**src/rtl/ubr_pkg.sv**
```systemverilog
package ubr_pkg;
  typedef enum logic [1:0] {
    BANK_OP  = 2'd0,
    BANK_CFA = 2'd1,
    BANK_CFB = 2'd2
  } bank_e;

  localparam logic [7:0] CFB_KEY     = 8'hBF;
  localparam logic [2:0] MODE_OFF    = 3'd7;
  localparam int         EXT_BIT     = 4;
  localparam int         MCR_TLR_BIT = 6;

  localparam int IX_DATA = 0;
  localparam int IX_IER  = 1;
  localparam int IX_FCR  = 2;
  localparam int IX_LCR  = 3;
  localparam int IX_MCR  = 4;
  localparam int IX_TLR  = 7;
  localparam int IX_MDR  = 8;
  localparam int IX_SCR  = 16;
endpackage

```
**src/rtl/ubr_addr_decode.sv**
```systemverilog
module ubr_addr_decode #(
  parameter int ADDR_W    = 7,
  parameter int REG_SHIFT = 2,
  localparam int IDX_W    = ADDR_W - REG_SHIFT
) (
  input  logic [ADDR_W-1:0] addr,
  output logic              aligned,
  output logic [IDX_W-1:0]  idx
);
  assign aligned = (addr[REG_SHIFT-1:0] == '0);
  assign idx     = addr[ADDR_W-1:REG_SHIFT];
endmodule

```
**src/rtl/ubr_bank_select.sv**
```systemverilog
module ubr_bank_select
  import ubr_pkg::*;
(
  input  logic [7:0] lcr,
  input  logic [7:0] efr,
  input  logic [7:0] mcr,
  output bank_e      bank,
  output logic       tlr_open
);
  always_comb begin
    if (!lcr[7])             bank = BANK_OP;
    else if (lcr == CFB_KEY) bank = BANK_CFB;
    else                     bank = BANK_CFA;
  end

  assign tlr_open = efr[EXT_BIT] & mcr[MCR_TLR_BIT];
endmodule

```
**src/rtl/ubr_reg_bank.sv**
```systemverilog
module ubr_reg_bank
  import ubr_pkg::*;
#(
  parameter int IDX_W = 5
) (
  input  logic             clk,
  input  logic             rst,
  input  logic             wr_en,
  input  logic [IDX_W-1:0] idx,
  input  logic [7:0]       wdata,
  input  bank_e            bank,
  input  logic             tlr_open,
  output logic [7:0]       lcr_q,
  output logic [7:0]       ier_q,
  output logic [7:0]       mcr_q,
  output logic [7:0]       efr_q,
  output logic [7:0]       dll_q,
  output logic [7:0]       dlh_q,
  output logic [7:0]       scr_q,
  output logic [7:0]       tlr_q,
  output logic [2:0]       mdr_q,
  output logic             fifo_en_q,
  output logic [1:0]       rx_trig_q,
  output logic [1:0]       tx_trig_q,
  output logic             rx_flush_q,
  output logic             tx_flush_q,
  output logic             tx_push_q,
  output logic [7:0]       tx_data_q
);
  logic ext_on;
  logic div_open;
  assign ext_on   = efr_q[EXT_BIT];
  assign div_open = (mdr_q == MODE_OFF);

  always_ff @(posedge clk) begin
    if (rst) begin
      lcr_q      <= '0;
      ier_q      <= '0;
      mcr_q      <= '0;
      efr_q      <= '0;
      dll_q      <= '0;
      dlh_q      <= '0;
      scr_q      <= '0;
      tlr_q      <= '0;
      mdr_q      <= MODE_OFF;
      fifo_en_q  <= 1'b0;
      rx_trig_q  <= '0;
      tx_trig_q  <= '0;
      rx_flush_q <= 1'b0;
      tx_flush_q <= 1'b0;
      tx_push_q  <= 1'b0;
      tx_data_q  <= '0;
    end else begin
      rx_flush_q <= 1'b0;
      tx_flush_q <= 1'b0;
      tx_push_q  <= 1'b0;
      if (wr_en) begin
        case (int'(idx))
          IX_DATA: begin
            if (bank == BANK_OP) begin
              tx_push_q <= 1'b1;
              tx_data_q <= wdata;
            end else if (div_open) begin
              dll_q <= wdata;
            end
          end
          IX_IER: begin
            if (bank == BANK_OP)
              ier_q <= {(ext_on ? wdata[7:4] : ier_q[7:4]), wdata[3:0]};
            else if (div_open)
              dlh_q <= wdata;
          end
          IX_FCR: begin
            if (bank == BANK_CFB) begin
              efr_q <= wdata;
            end else begin
              fifo_en_q  <= wdata[0];
              rx_flush_q <= wdata[1];
              tx_flush_q <= wdata[2];
              tx_trig_q  <= wdata[5:4];
              rx_trig_q  <= wdata[7:6];
            end
          end
          IX_LCR: lcr_q <= wdata;
          IX_MCR: begin
            if (bank != BANK_CFB)
              mcr_q <= {wdata[7], (ext_on ? wdata[6] : mcr_q[6]), wdata[5:0]};
          end
          IX_TLR: begin
            if (tlr_open) tlr_q <= wdata;
          end
          IX_MDR: mdr_q <= wdata[2:0];
          IX_SCR: scr_q <= wdata;
          default: ;
        endcase
      end
    end
  end
endmodule

```
**src/rtl/ubr_read_mux.sv**
```systemverilog
module ubr_read_mux
  import ubr_pkg::*;
#(
  parameter int IDX_W = 5
) (
  input  logic             clk,
  input  logic             rst,
  input  logic             rd_req,
  input  logic             aligned,
  input  logic [IDX_W-1:0] idx,
  input  bank_e            bank,
  input  logic             tlr_open,
  input  logic [7:0]       rx_data,
  input  logic [7:0]       lcr_q,
  input  logic [7:0]       ier_q,
  input  logic [7:0]       mcr_q,
  input  logic [7:0]       efr_q,
  input  logic [7:0]       dll_q,
  input  logic [7:0]       dlh_q,
  input  logic [7:0]       scr_q,
  input  logic [7:0]       tlr_q,
  input  logic [2:0]       mdr_q,
  output logic [7:0]       rdata_q,
  output logic             rvalid_q,
  output logic             rx_pop_q
);
  logic [7:0] sel;
  logic       pop_hit;

  always_comb begin
    sel     = '0;
    pop_hit = 1'b0;
    if (aligned) begin
      case (int'(idx))
        IX_DATA: begin
          if (bank == BANK_OP) begin
            sel     = rx_data;
            pop_hit = 1'b1;
          end else begin
            sel = dll_q;
          end
        end
        IX_IER:  sel = (bank == BANK_OP) ? ier_q : dlh_q;
        IX_FCR:  sel = (bank == BANK_CFB) ? efr_q : 8'h00;
        IX_LCR:  sel = lcr_q;
        IX_MCR:  sel = (bank != BANK_CFB) ? mcr_q : 8'h00;
        IX_TLR:  sel = tlr_open ? tlr_q : 8'h00;
        IX_MDR:  sel = {5'b0, mdr_q};
        IX_SCR:  sel = scr_q;
        default: sel = '0;
      endcase
    end
  end

  always_ff @(posedge clk) begin
    if (rst) begin
      rdata_q  <= '0;
      rvalid_q <= 1'b0;
      rx_pop_q <= 1'b0;
    end else begin
      rvalid_q <= rd_req;
      rx_pop_q <= rd_req & pop_hit;
      rdata_q  <= rd_req ? sel : 8'h00;
    end
  end
endmodule

```
**src/rtl/uart_bank_regfile.sv**
```systemverilog
module uart_bank_regfile
  import ubr_pkg::*;
#(
  parameter int ADDR_W    = 7,
  parameter int REG_SHIFT = 2
) (
  input  logic              clk,
  input  logic              rst,
  input  logic              bus_wr,
  input  logic              bus_rd,
  input  logic [ADDR_W-1:0] bus_addr,
  input  logic [7:0]        bus_wdata,
  output logic [7:0]        bus_rdata,
  output logic              bus_rvalid,
  input  logic [7:0]        rx_data,
  output logic              rx_pop,
  output logic              tx_push,
  output logic [7:0]        tx_data,
  output logic [15:0]       divisor,
  output logic [1:0]        char_len,
  output logic              stop_sel,
  output logic [2:0]        parity_ctl,
  output logic              break_ctl,
  output logic [7:0]        int_en,
  output logic [7:0]        modem_ctl,
  output logic              fifo_en,
  output logic [1:0]        rx_trig,
  output logic [1:0]        tx_trig,
  output logic              rx_flush,
  output logic              tx_flush,
  output logic              rx_gran1,
  output logic [7:0]        trig_lvl,
  output logic [2:0]        op_mode_sel,
  output logic              uart_en
);
  localparam int IDX_W = ADDR_W - REG_SHIFT;

  logic             aligned;
  logic [IDX_W-1:0] idx;
  bank_e            bank;
  logic             tlr_open;
  logic [7:0]       lcr_w, ier_w, mcr_w, efr_w, dll_w, dlh_w, scr_w, tlr_w;
  logic [2:0]       mdr_w;

  ubr_addr_decode #(.ADDR_W(ADDR_W), .REG_SHIFT(REG_SHIFT)) u_dec (
    .addr(bus_addr), .aligned(aligned), .idx(idx)
  );

  ubr_bank_select u_bank_sel (
    .lcr(lcr_w), .efr(efr_w), .mcr(mcr_w), .bank(bank), .tlr_open(tlr_open)
  );

  ubr_reg_bank #(.IDX_W(IDX_W)) u_bank (
    .clk(clk), .rst(rst), .wr_en(bus_wr & aligned), .idx(idx),
    .wdata(bus_wdata), .bank(bank), .tlr_open(tlr_open),
    .lcr_q(lcr_w), .ier_q(ier_w), .mcr_q(mcr_w), .efr_q(efr_w),
    .dll_q(dll_w), .dlh_q(dlh_w), .scr_q(scr_w), .tlr_q(tlr_w),
    .mdr_q(mdr_w), .fifo_en_q(fifo_en), .rx_trig_q(rx_trig),
    .tx_trig_q(tx_trig), .rx_flush_q(rx_flush), .tx_flush_q(tx_flush),
    .tx_push_q(tx_push), .tx_data_q(tx_data)
  );

  ubr_read_mux #(.IDX_W(IDX_W)) u_rmux (
    .clk(clk), .rst(rst), .rd_req(bus_rd), .aligned(aligned), .idx(idx),
    .bank(bank), .tlr_open(tlr_open), .rx_data(rx_data),
    .lcr_q(lcr_w), .ier_q(ier_w), .mcr_q(mcr_w), .efr_q(efr_w),
    .dll_q(dll_w), .dlh_q(dlh_w), .scr_q(scr_w), .tlr_q(tlr_w),
    .mdr_q(mdr_w), .rdata_q(bus_rdata), .rvalid_q(bus_rvalid),
    .rx_pop_q(rx_pop)
  );

  assign divisor     = {dlh_w, dll_w};
  assign char_len    = lcr_w[1:0];
  assign stop_sel    = lcr_w[2];
  assign parity_ctl  = lcr_w[5:3];
  assign break_ctl   = lcr_w[6];
  assign int_en      = ier_w;
  assign modem_ctl   = mcr_w;
  assign rx_gran1    = scr_w[7];
  assign trig_lvl    = tlr_w;
  assign op_mode_sel = mdr_w;
  assign uart_en     = (mdr_w == 3'd0);
endmodule

```
**config.mk**
```make
export PLATFORM = sky130hd
export DESIGN_NAME = uart_bank_regfile
export DESIGN_NICKNAME = d
export VERILOG_FILES = /design/src/rtl/ubr_pkg.sv /design/src/rtl/ubr_addr_decode.sv /design/src/rtl/ubr_bank_select.sv /design/src/rtl/ubr_reg_bank.sv /design/src/rtl/ubr_read_mux.sv /design/src/rtl/uart_bank_regfile.sv
export SDC_FILE = /design/constraint.sdc
export NUM_CORES = 1
export LEC_CHECK = 0
export ABC_CLOCK_PERIOD_IN_PS = 2450
export BUFFER_PORTS_ARGS = -buffer_cell sky130_fd_sc_hd__buf_2
export CAP_MARGIN = 20
export CORE_UTILIZATION = 50
export CTS_CLUSTER_SIZE = 16
export DETAILED_ROUTE_END_ITERATION = 7
export PLACE_DENSITY = 0.82
export SYNTH_ARGS = -nofsm -noshare
export SYNTH_HDL_FRONTEND = slang
export SYNTH_SLANG_ARGS = --single-unit
export TNS_END_PERCENT = 20
```
**constraint.sdc**
```tcl
create_clock -name clk -period 2.45 [get_ports clk]
set_input_delay 0.1225 -clock clk [delete_from_list [all_inputs] [get_ports clk]]
set_output_delay 0.1225 -clock clk [all_outputs]
set_load 0.02 [all_outputs]
```
Word level (Yosys, flattened, before mapping)
Index checks and enable logic that the tools add are counted.
Widths: inputs -> output; s select.
{"block": "word_totals", "romBits": 0, "out_inout_bits": 78, "n_memories": 0, "reg_bits": 93, "latchBits": 0, "word_cells": 72, "input_bits": 27, "ram_bits": 0}
{"block": "op_classes", "n_lt_le_gt_ge": 0, "bitwise_logic": 9, "multipliers": 0, "n_reduce_logical": 20, "shift": 0, "addsub": 0, "n_eq_ne": 11, "n_mux": 11, "div": 0}
{"op": "$pmux 8 s8", "n": 1}
{"op": "$mux 8", "n": 5}
{"op": "$reduce_and 3->1", "n": 6}
{"op": "$reduce_and 4->1", "n": 4}
{"op": "$eq 5x2->1 const B", "n": 2}
{"op": "$eq 5x3->1 const B", "n": 2}
{"op": "$eq 8x8->1 const B", "n": 1}
{"op": "$not 1->1", "n": 6}
{"op": "$reduce_and 2->1", "n": 3}
{"op": "$eq 5x1->1 const B", "n": 1}
{"op": "$eq 5x4->1 const B", "n": 1}
{"op": "$eq 5x5->1 const B", "n": 1}
{"op": "$logic_not 5->1", "n": 1}
{"op": "$logic_not 2->1", "n": 2}
{"op": "$mux 2", "n": 2}
{"op": "$reduce_or 4->1", "n": 1}
{"op": "$and 1x1->1", "n": 3}
{"op": "$eq 3x3->1 const B", "n": 1}
{"op": "$logic_not 3->1", "n": 1}
{"op": "$mux 1", "n": 3}
{"op": "$reduce_or 3->1", "n": 1}
{"op": "$eq 2x2->1 const B", "n": 1}
{"op": "$ne 2x2->1 const B", "n": 1}
{"op": "$reduce_or 2->1", "n": 1}

Logic depth before layout (Yosys ltp)
Gate-level depths: netlist of the first run.
{"block": "depth", "depth_word": 8, "ltp_mapped": 7, "depth_no_buf": 4}

Hierarchy
From an unflattened synthesis of the first run, not the netlist that was laid out.
{"block": "unflattened", "hier_cells": 494, "area_unflattened_um2": 4302.9}
{"mod": "ubr_reg_bank", "area_each_um2": 3314.4, "cells_each": 359, "seq_area_each_um2": 1661.6, "n_inst": 1}
{"mod": "ubr_read_mux", "area_each_um2": 874.6, "cells_each": 121, "seq_area_each_um2": 200.2, "n_inst": 1}
{"mod": "ubr_bank_select", "area_each_um2": 56.3, "cells_each": 6, "seq_area_each_um2": 0.0, "n_inst": 1}
{"mod": "ubr_addr_decode", "area_each_um2": 41.3, "cells_each": 6, "seq_area_each_um2": 0.0, "n_inst": 1}
{"mod": "uart_bank_regfile", "area_each_um2": 16.3, "cells_each": 2, "seq_area_each_um2": 0.0, "n_inst": 1}

Least setup slack after synthesis of the first run
OpenSTA, ideal clock, no wires.
{"block": "synth_path", "path_type": "input port to flip-flop", "start": "input bus_addr[4]", "end": "register u_bank.tx_data_q[0]", "arrival_ns": 1.592, "stages": 7, "setup_time_ns": 0.128, "path_buffers": 3, "setup_slack_ns": 0.730, "required_ns": 2.322, "path_cell_list": "buf_6 -> or3_1 -> buf_6 -> or4_1 -> buf_2 -> mux2i_1 -> nor2_1"}
{"block": "synth_via", "elab_chain_len": 2}
{"item": "start: declaration", "line_no": "uart_bank_regfile.sv:11", "text": "input logic [ADDR_W-1:0] bus_addr,"}
{"item": "$logic_not 5->1", "line_no": "ubr_reg_bank.sv:58", "text": "case (int'(idx))"}
{"item": "$reduce_and 3->1 (no source line)"}
{"item": "end signal: assignment", "line_no": "ubr_reg_bank.sv:62", "text": "tx_data_q <= wdata;"}
{"item": "end: declaration", "line_no": "ubr_reg_bank.sv:28", "text": "output logic [7:0] tx_data_q"}
Every way passes these cells.
A chain may end at the register's enable or synchronous reset.

Final worst setup path of the first run
{"block": "layout_path", "start": "register u_bank.lcr_q[7]", "end": "register u_rmux.rdata_q[0]"}
{"block": "layout_via", "elab_chain_len": 6, "elab_cells_between_ends": 11, "cone_classes": "3 x eq/ne; 7 x mux; 1 x reduce/logical"}
{"item": "start: declaration", "line_no": "ubr_reg_bank.sv:13", "text": "output logic [7:0] lcr_q,"}
{"item": "start signal: assignment", "line_no": "ubr_reg_bank.sv:84", "text": "IX_LCR: lcr_q <= wdata;"}
{"item": "$eq 8x8->1", "line_no": "ubr_bank_select.sv:12", "text": "else if (lcr == CFB_KEY) bank = BANK_CFB;"}
{"item": "$mux 2", "line_no": "ubr_bank_select.sv:12"}
{"item": "$mux 2 (*)", "line_no": "ubr_bank_select.sv:11", "text": "if (!lcr[7]) bank = BANK_OP;"}
{"item": "$ne 2x2->1, or another cell as far along", "line_no": "ubr_read_mux.sv:46", "text": "IX_MCR: sel = (bank != BANK_CFB) ? mcr_q : 8'h00;"}
{"item": "$mux 8, on equally long branches"}
{"item": "$pmux 8 s8 (*)", "line_no": "ubr_read_mux.sv:34", "text": "case (int'(idx))"}
{"item": "end signal: assignment", "line_no": "ubr_read_mux.sv:63", "text": "rdata_q <= rd_req ? sel : 8'h00;"}
{"item": "end: declaration", "line_no": "ubr_read_mux.sv:23", "text": "output logic [7:0] rdata_q,"}
Every way passes the cells marked *; elsewhere a longest branch is shown, timed or not.

==> results.txt, run 1 <==
run status: completed
Antenna diodes: 0
RSZ-0062 raised after global routing: no
Hold Path Class: input pin to flip-flop
Tcrit/Tclk final: 91.3%
DP HPWL: 8.70 mm
Max Cap Viol: 0
Placed Cells: 643
crit-path max FO: 11
critical path capture point type: flip-flop
number of global-route vias before repair: 3687
#FFs+latches synth: 93
vias: 3959
Slew HR: 49.0%
Area growth, synth to finish: 17.0%
Post-CTS Setup Bufs: 0
EDFF count, synth: 0
endpoint required time on the critical path: 2710 ps
I/O Pins: 105
full die area: 8910 sq um
htree depth: 3
TritonCTS buffer count: 9
share of the synthesized area in the top cell type: 43.6%
Post-synth top cells: dfxtp_1 (93), nor2_1 (69), mux2i_1 (60), clkbuf_1 (31), a21oi_1 (24)
top-count cell post-synth: dfxtp_1
Die X: 94.4 um
Syn Std Cell Area: 4270 sq um
setup_tns: 0 ps
DRT Pass-1 Iters: 7
Gate Count Post-Synth: 467
maximum clock path buffer count: 2
I/O Buffers: 104
post-CTS resize count: 0
Synth async-reset ratio: 0%
crit path launch type: flip-flop
# nets final: 576
# DRC: 0
WP data arrival: 2500 ps
num rows: 33
CTS Hold Buffers Added: 0
RePlAce Congestion: 0.907
core footprint: 8260 sq um
CTS root buf: clkbuf_8
share of cells above drive strength 1: 26.4%
number of nets with antenna violations after routing: 0
total grt overflow: 0
min cycle time layout: 2240 ps
Initial Util: 51.7%
VDD IR max: 268 uV
all-layer global routing usage: 28.0%
synthesized area per cell: 9.14 sq um
Static Leak: 0.00217 uW
Worst-Margin Slew: 745 ps
leading area contributor after synthesis: dfxtp_1
YS warnings: 0
fmax: 447 MHz
first-pass GRT wire length: 18.8 mm
Yosys cell types: 49
routed vias/inst: 6.01
post-synthesis sequential area ratio: 43.6%
CTS tree: yes
Final Core Density: 60.5%
Cell Pwr Density: 544 nW/um^2
largest net degree at the start of global routing: 42
Reg clk slew, reported paths: 100 ps
Worst Skew: 14.3 ps
final max-slew violation count: 0
Die Y: 94.4 um
Hold Violations, Final: 0
initial antenna violation count: 0
top cells by area, synth: dfxtp_1 (44%), mux2i_1 (14%), nor2_1 (6.1%), a21oi_1 (2.8%), clkbuf_1 (2.7%)
WL/cell: 18.6 um
Routed WL: 12.3 mm
Syn Nets: 494
reg-to-reg slack, setup: 210 ps
final cell count without fillers: 659
Top FF cell, synth: dfxtp_1
DRT iter0 DRCs: 385
final setup violation count: 0
CP Class: flip-flop to flip-flop
Clk Latency, worst-skew pair: 370 ps
CTS Sinks: 93
## critical path, stage by stage, from the launching register on
cell,delay (ps)
dfxtp_1,600
buf_4,250
nand3b_1,80
a2111oi_0,710
a2111oi_0,200
a211oi_1,300
## through the flow
step,total power [uW],worst slack (ps),cell area (sq um),hold slack [ps]
2_1_floorplan,1660,730,4270,206
3_3_place_gp,1710,456,4800,419
3_5_place_dp,1720,414,4800,421
4_1_cts,2710,300,4990,36.0
5_1_grt,2790,163,4990,42.3
6_report,2710,213,4990,34.6
## cell usage in the layout (no fill, tap or decap), types with 3 or more instances in the layout
cell        n
nand3b_1   11
and2_1      3
buf_2     104
a22oi_1     4
mux2i_1    60
o21ai_0    15
inv_1       6
nand2b_1    8
a21oi_1    24
nor3_1      4
o211a_1     5
a311oi_1    7
nand3_1    23
nor2_1     69
or3_1       3
nor4_1     11
mux2_2      5
nor2b_1     3
dfxtp_1    93
nand2_1    19
a211o_1     3
a221oi_1    3
clkinv_2    3
nand4_1     6
clkbuf_8    9
a31oi_1     6
buf_4      14
## cells by family after synthesis
| logic type | after synthesis | synth area share (%) |
|---|---|---|
| flops | 93 | 43.6 |
| mux | 67 | 16.4 |
| simple gates | 176 | 22.0 |
| compound gates | 78 | 12.2 |
| buf+inv | 53 | 5.74 |
## final cells by class
class / instances / area (sq um)
Fill cell: 746 / 3260
Multi-Input combinational cell: 321 / 2160
Sequential cell: 93 / 1860
Timing Repair Buffer: 118 / 626
Tap cell: 105 / 131
Clock buffer: 10 / 128
Clock inverter: 6 / 62.6
Inverter: 6 / 22.5
## final timing paths
| kind | start | depth (start not counted) | endpoint |
|---|---|---|---|
| hold / removal | bus_rd | 2 | u_rmux.rvalid_q |
| setup / recovery | u_bank.lcr_q[7] | 5 | u_rmux.rdata_q[0] |
| hold reg to reg | u_bank.rx_trig_q[0] | 2 | u_bank.rx_trig_q[0] |
| setup reg to reg | u_bank.lcr_q[7] | 5 | u_rmux.rdata_q[0] |
## sequential cells by signal, summed over array words and instances (netlist names), 2 cells and up
register	count
u_bank.dlh_q	8
u_bank.dll_q	8
u_bank.efr_q	8
u_bank.ier_q	8
u_bank.lcr_q	8
u_bank.mcr_q	8
u_bank.mdr_q	3
u_bank.rx_trig_q	2
u_bank.scr_q	8
u_bank.tlr_q	8
u_bank.tx_data_q	8
u_bank.tx_trig_q	2
u_rmux.rdata_q	8
## power breakdown
| group | internal (uW) | switching [uW] | total [uW] |
|---|---|---|---|
| logic | 50.3 | 123 | 174 |
| registers | 1510 | 1.74 | 1510 |
| clock network | 473 | 554 | 1030 |
## layer usage
metal	wire, um	share of wire (%)	GRT usage [%]	vias to the layer above
met1	5050	41	35.5	1876
met3	980	8.0	5.56	38
met2	5800	47	45.6	207
met4	421	3.4	13.5	0
met5	0	0	0	-
li1	-	-	-	1838
(Power assumes the default switching activity.)
==> run 2: changes to the inputs <==
--- a/config.mk
+++ b/config.mk
@@ -8,9 +8,12 @@
 export ABC_CLOCK_PERIOD_IN_PS = 2450
 export BUFFER_PORTS_ARGS = -buffer_cell sky130_fd_sc_hd__buf_2
 export CAP_MARGIN = 20
+export CORE_ASPECT_RATIO = 1.75
 export CORE_UTILIZATION = 50
+export CTS_CLUSTER_DIAMETER = 50
 export CTS_CLUSTER_SIZE = 16
 export DETAILED_ROUTE_END_ITERATION = 7
+export GPL_TIMING_DRIVEN = 0
 export PLACE_DENSITY = 0.82
 export SYNTH_ARGS = -nofsm -noshare
 export SYNTH_HDL_FRONTEND = slang
==> run 2 against run 1 <==
Register-to-register slack got worse by 70 ps. Count of clock-buffer cells in the layout up 3. Global-route usage grew 2.5 points. Critical path depth grew 1. Largest cell class unchanged. Total power grew 16%. Fmax fell by 2.9%. Via count up 2.9%. Die area up 0.17%. Sequential share of layout area decreased by 1.7 points.
==> results.txt, run 2 (synthesis gave the netlist of run 1 again) <==
run status: completed
CTS tree: yes
Slew HR: 38.5%
crit path launch type: flip-flop
total grt overflow: 0
# nets final: 604
share of cells above drive strength 1: 24.4%
RSZ-0062 raised after global routing: no
R2R depth: 6
Clk Latency, worst-skew pair: 350 ps
I/O Buffers: 98
fmax: 434 MHz
final setup violation count: 0
CP max stage cell: dfxtp_1
min cycle time layout: 2300 ps
number of nets with antenna violations after routing: 0
DRT iter0 DRCs: 305
Reg clk slew, reported paths: 60 ps
Cell Pwr Density: 602 nW/um^2
crit-path max FO: 10
routed vias/inst: 5.85
first-pass GRT wire length: 20.5 mm
Die Y: 124 um
reg2reg end: u_rmux.rdata_q[3]
I/O Pins: 105
Post-CTS Setup Bufs: 0
endpoint required time on the critical path: 2630 ps
final max-slew violation count: 0
Critical Path Max Stage Delay: 490 ps
DP HPWL: 9.71 mm
maximum clock path buffer count: 2
Antenna diodes: 0
Tcrit/Tclk final: 94.0%
CTS Sinks: 93
largest net degree at the start of global routing: 15
all-layer global routing usage: 30.5%
CTS root buf: clkbuf_16
initial antenna violation count: 0
RePlAce Congestion: 0.941
commonest non-fill, non-tap cell in the layout: buf_2
core footprint: 8310 sq um
CP Class: flip-flop to flip-flop
reg-to-reg slack, setup: 150 ps
TritonCTS buffer count: 9
Area growth, synth to finish: 22.5%
htree depth: 3
Hold Path Class: input pin to flip-flop
most used cell, CP: buf_2
Worst Skew: 5.80 ps
setup_tns: 0 ps
num rows: 44
Crit. Startpoint: u_bank.lcr_q[7]
Max Cap Viol: 0
Static Leak: 0.00224 uW
Hold Violations, Final: 0
worst hold margin: 44.8 ps
Die X: 71.9 um
number of global-route vias before repair: 4060
Initial Util: 51.4%
Worst-Margin Slew: 915 ps
# DRC: 0
hold_sp: bus_rd
RR Startpoint: u_bank.lcr_q[7]
vias: 4075
most frequent cells in the layout: buf_2 (105), dfxtp_1 (93), nor2_1 (68)
DRT Pass-1 Iters: 6
WL/cell: 19.0 um
full die area: 8930 sq um
cells along the critical path: buf_2 > buf_2 > mux2i_1 > nor2_1 > o21ai_0 > a311oi_1
VDD IR max: 588 uV
critical path capture point type: flip-flop
Fillers: 715
critical path endpoint: u_rmux.rdata_q[3]
Routed WL: 13.2 mm
WP data arrival: 2480 ps
## run 2: changes by cell type in the layout (fill, tap and decap cells not counted), sizes merged
cell,before,now
inv,7,6
dlygate4sd3,0,1
clkinv,4,1
clkbuf,10,44
buf,118,114
clkinvlp,0,1
## run 2: layer usage
layer / vias up / GRT usage [%] / part of all wire (%)
li1: 1894 / - / -
met1: 1934 / 32.6 / 37
met2: 197 / 53.8 / 52
met3: 50 / 6.31 / 6.1
met4: 0 / 17.8 / 4.9
met5: - / 0 / 0
## run 2: repair_timing
action	CTS	global route
gates resized for setup	0	1
hold buffers	1	0
setup endpoints to repair	0	5
hold endpoints to repair	1	0
## run 2: cell type report
cell class                 count  area (sq um)  area share [%]
tap                          115           144            2.75
timing repair buffer          99           500            9.57
multi-input combinational    321          2170            41.4
sequential                    93          1860            35.6
inverter                       6          22.5           0.431
buffer                        47           223            4.26
clock inverter                 3          42.5           0.813
clock buffer                  13           270            5.17
## run 2: critical path, delay by kind of cell, from the launching register on
kind	cells	cell delay [ps]
DFF	1	490
AOI/OAI and AO/OA	2	660
muxes	1	260
and+or+nand+nor	1	60
buffers and inverters	2	660
## run 2: worst min-delay path by stage
stage                                 end  slack (ps)  depth (start not counted)
after CTS                 u_rmux.rvalid_q          50                          2
after global placement    u_rmux.rvalid_q         310                          2
after detailed placement  u_rmux.rvalid_q         320                          2
final                     u_rmux.rvalid_q          40                          2
after floorplan           u_rmux.rvalid_q         210                          1
after global routing      u_rmux.rvalid_q          50                          2
## run 2: report_power, final
| group | internal (uW) | switching [uW] | leakage [uW] |
|---|---|---|---|
| clock | 872 | 572 | 0.000152 |
| sequential | 1510 | 1.72 | 0.000749 |
| combinational | 56.0 | 134 | 0.00134 |
## run 2: stage by stage
stage | power (uW) | area, sq um | instances | util (%) | setup WS (ps)
after global placement | 1730 | 4900 | 680 | 59.0 | 122
final | 3150 | 5230 | 697 | 62.9 | 148
after CTS | 3150 | 5230 | 697 | 62.9 | 87.8
after global routing | 3230 | 5230 | 697 | 62.9 | 20.7
after floorplan | 1660 | 4270 | 467 | - | 730
after detailed placement | 1730 | 4900 | 680 | 59.0 | 92.6
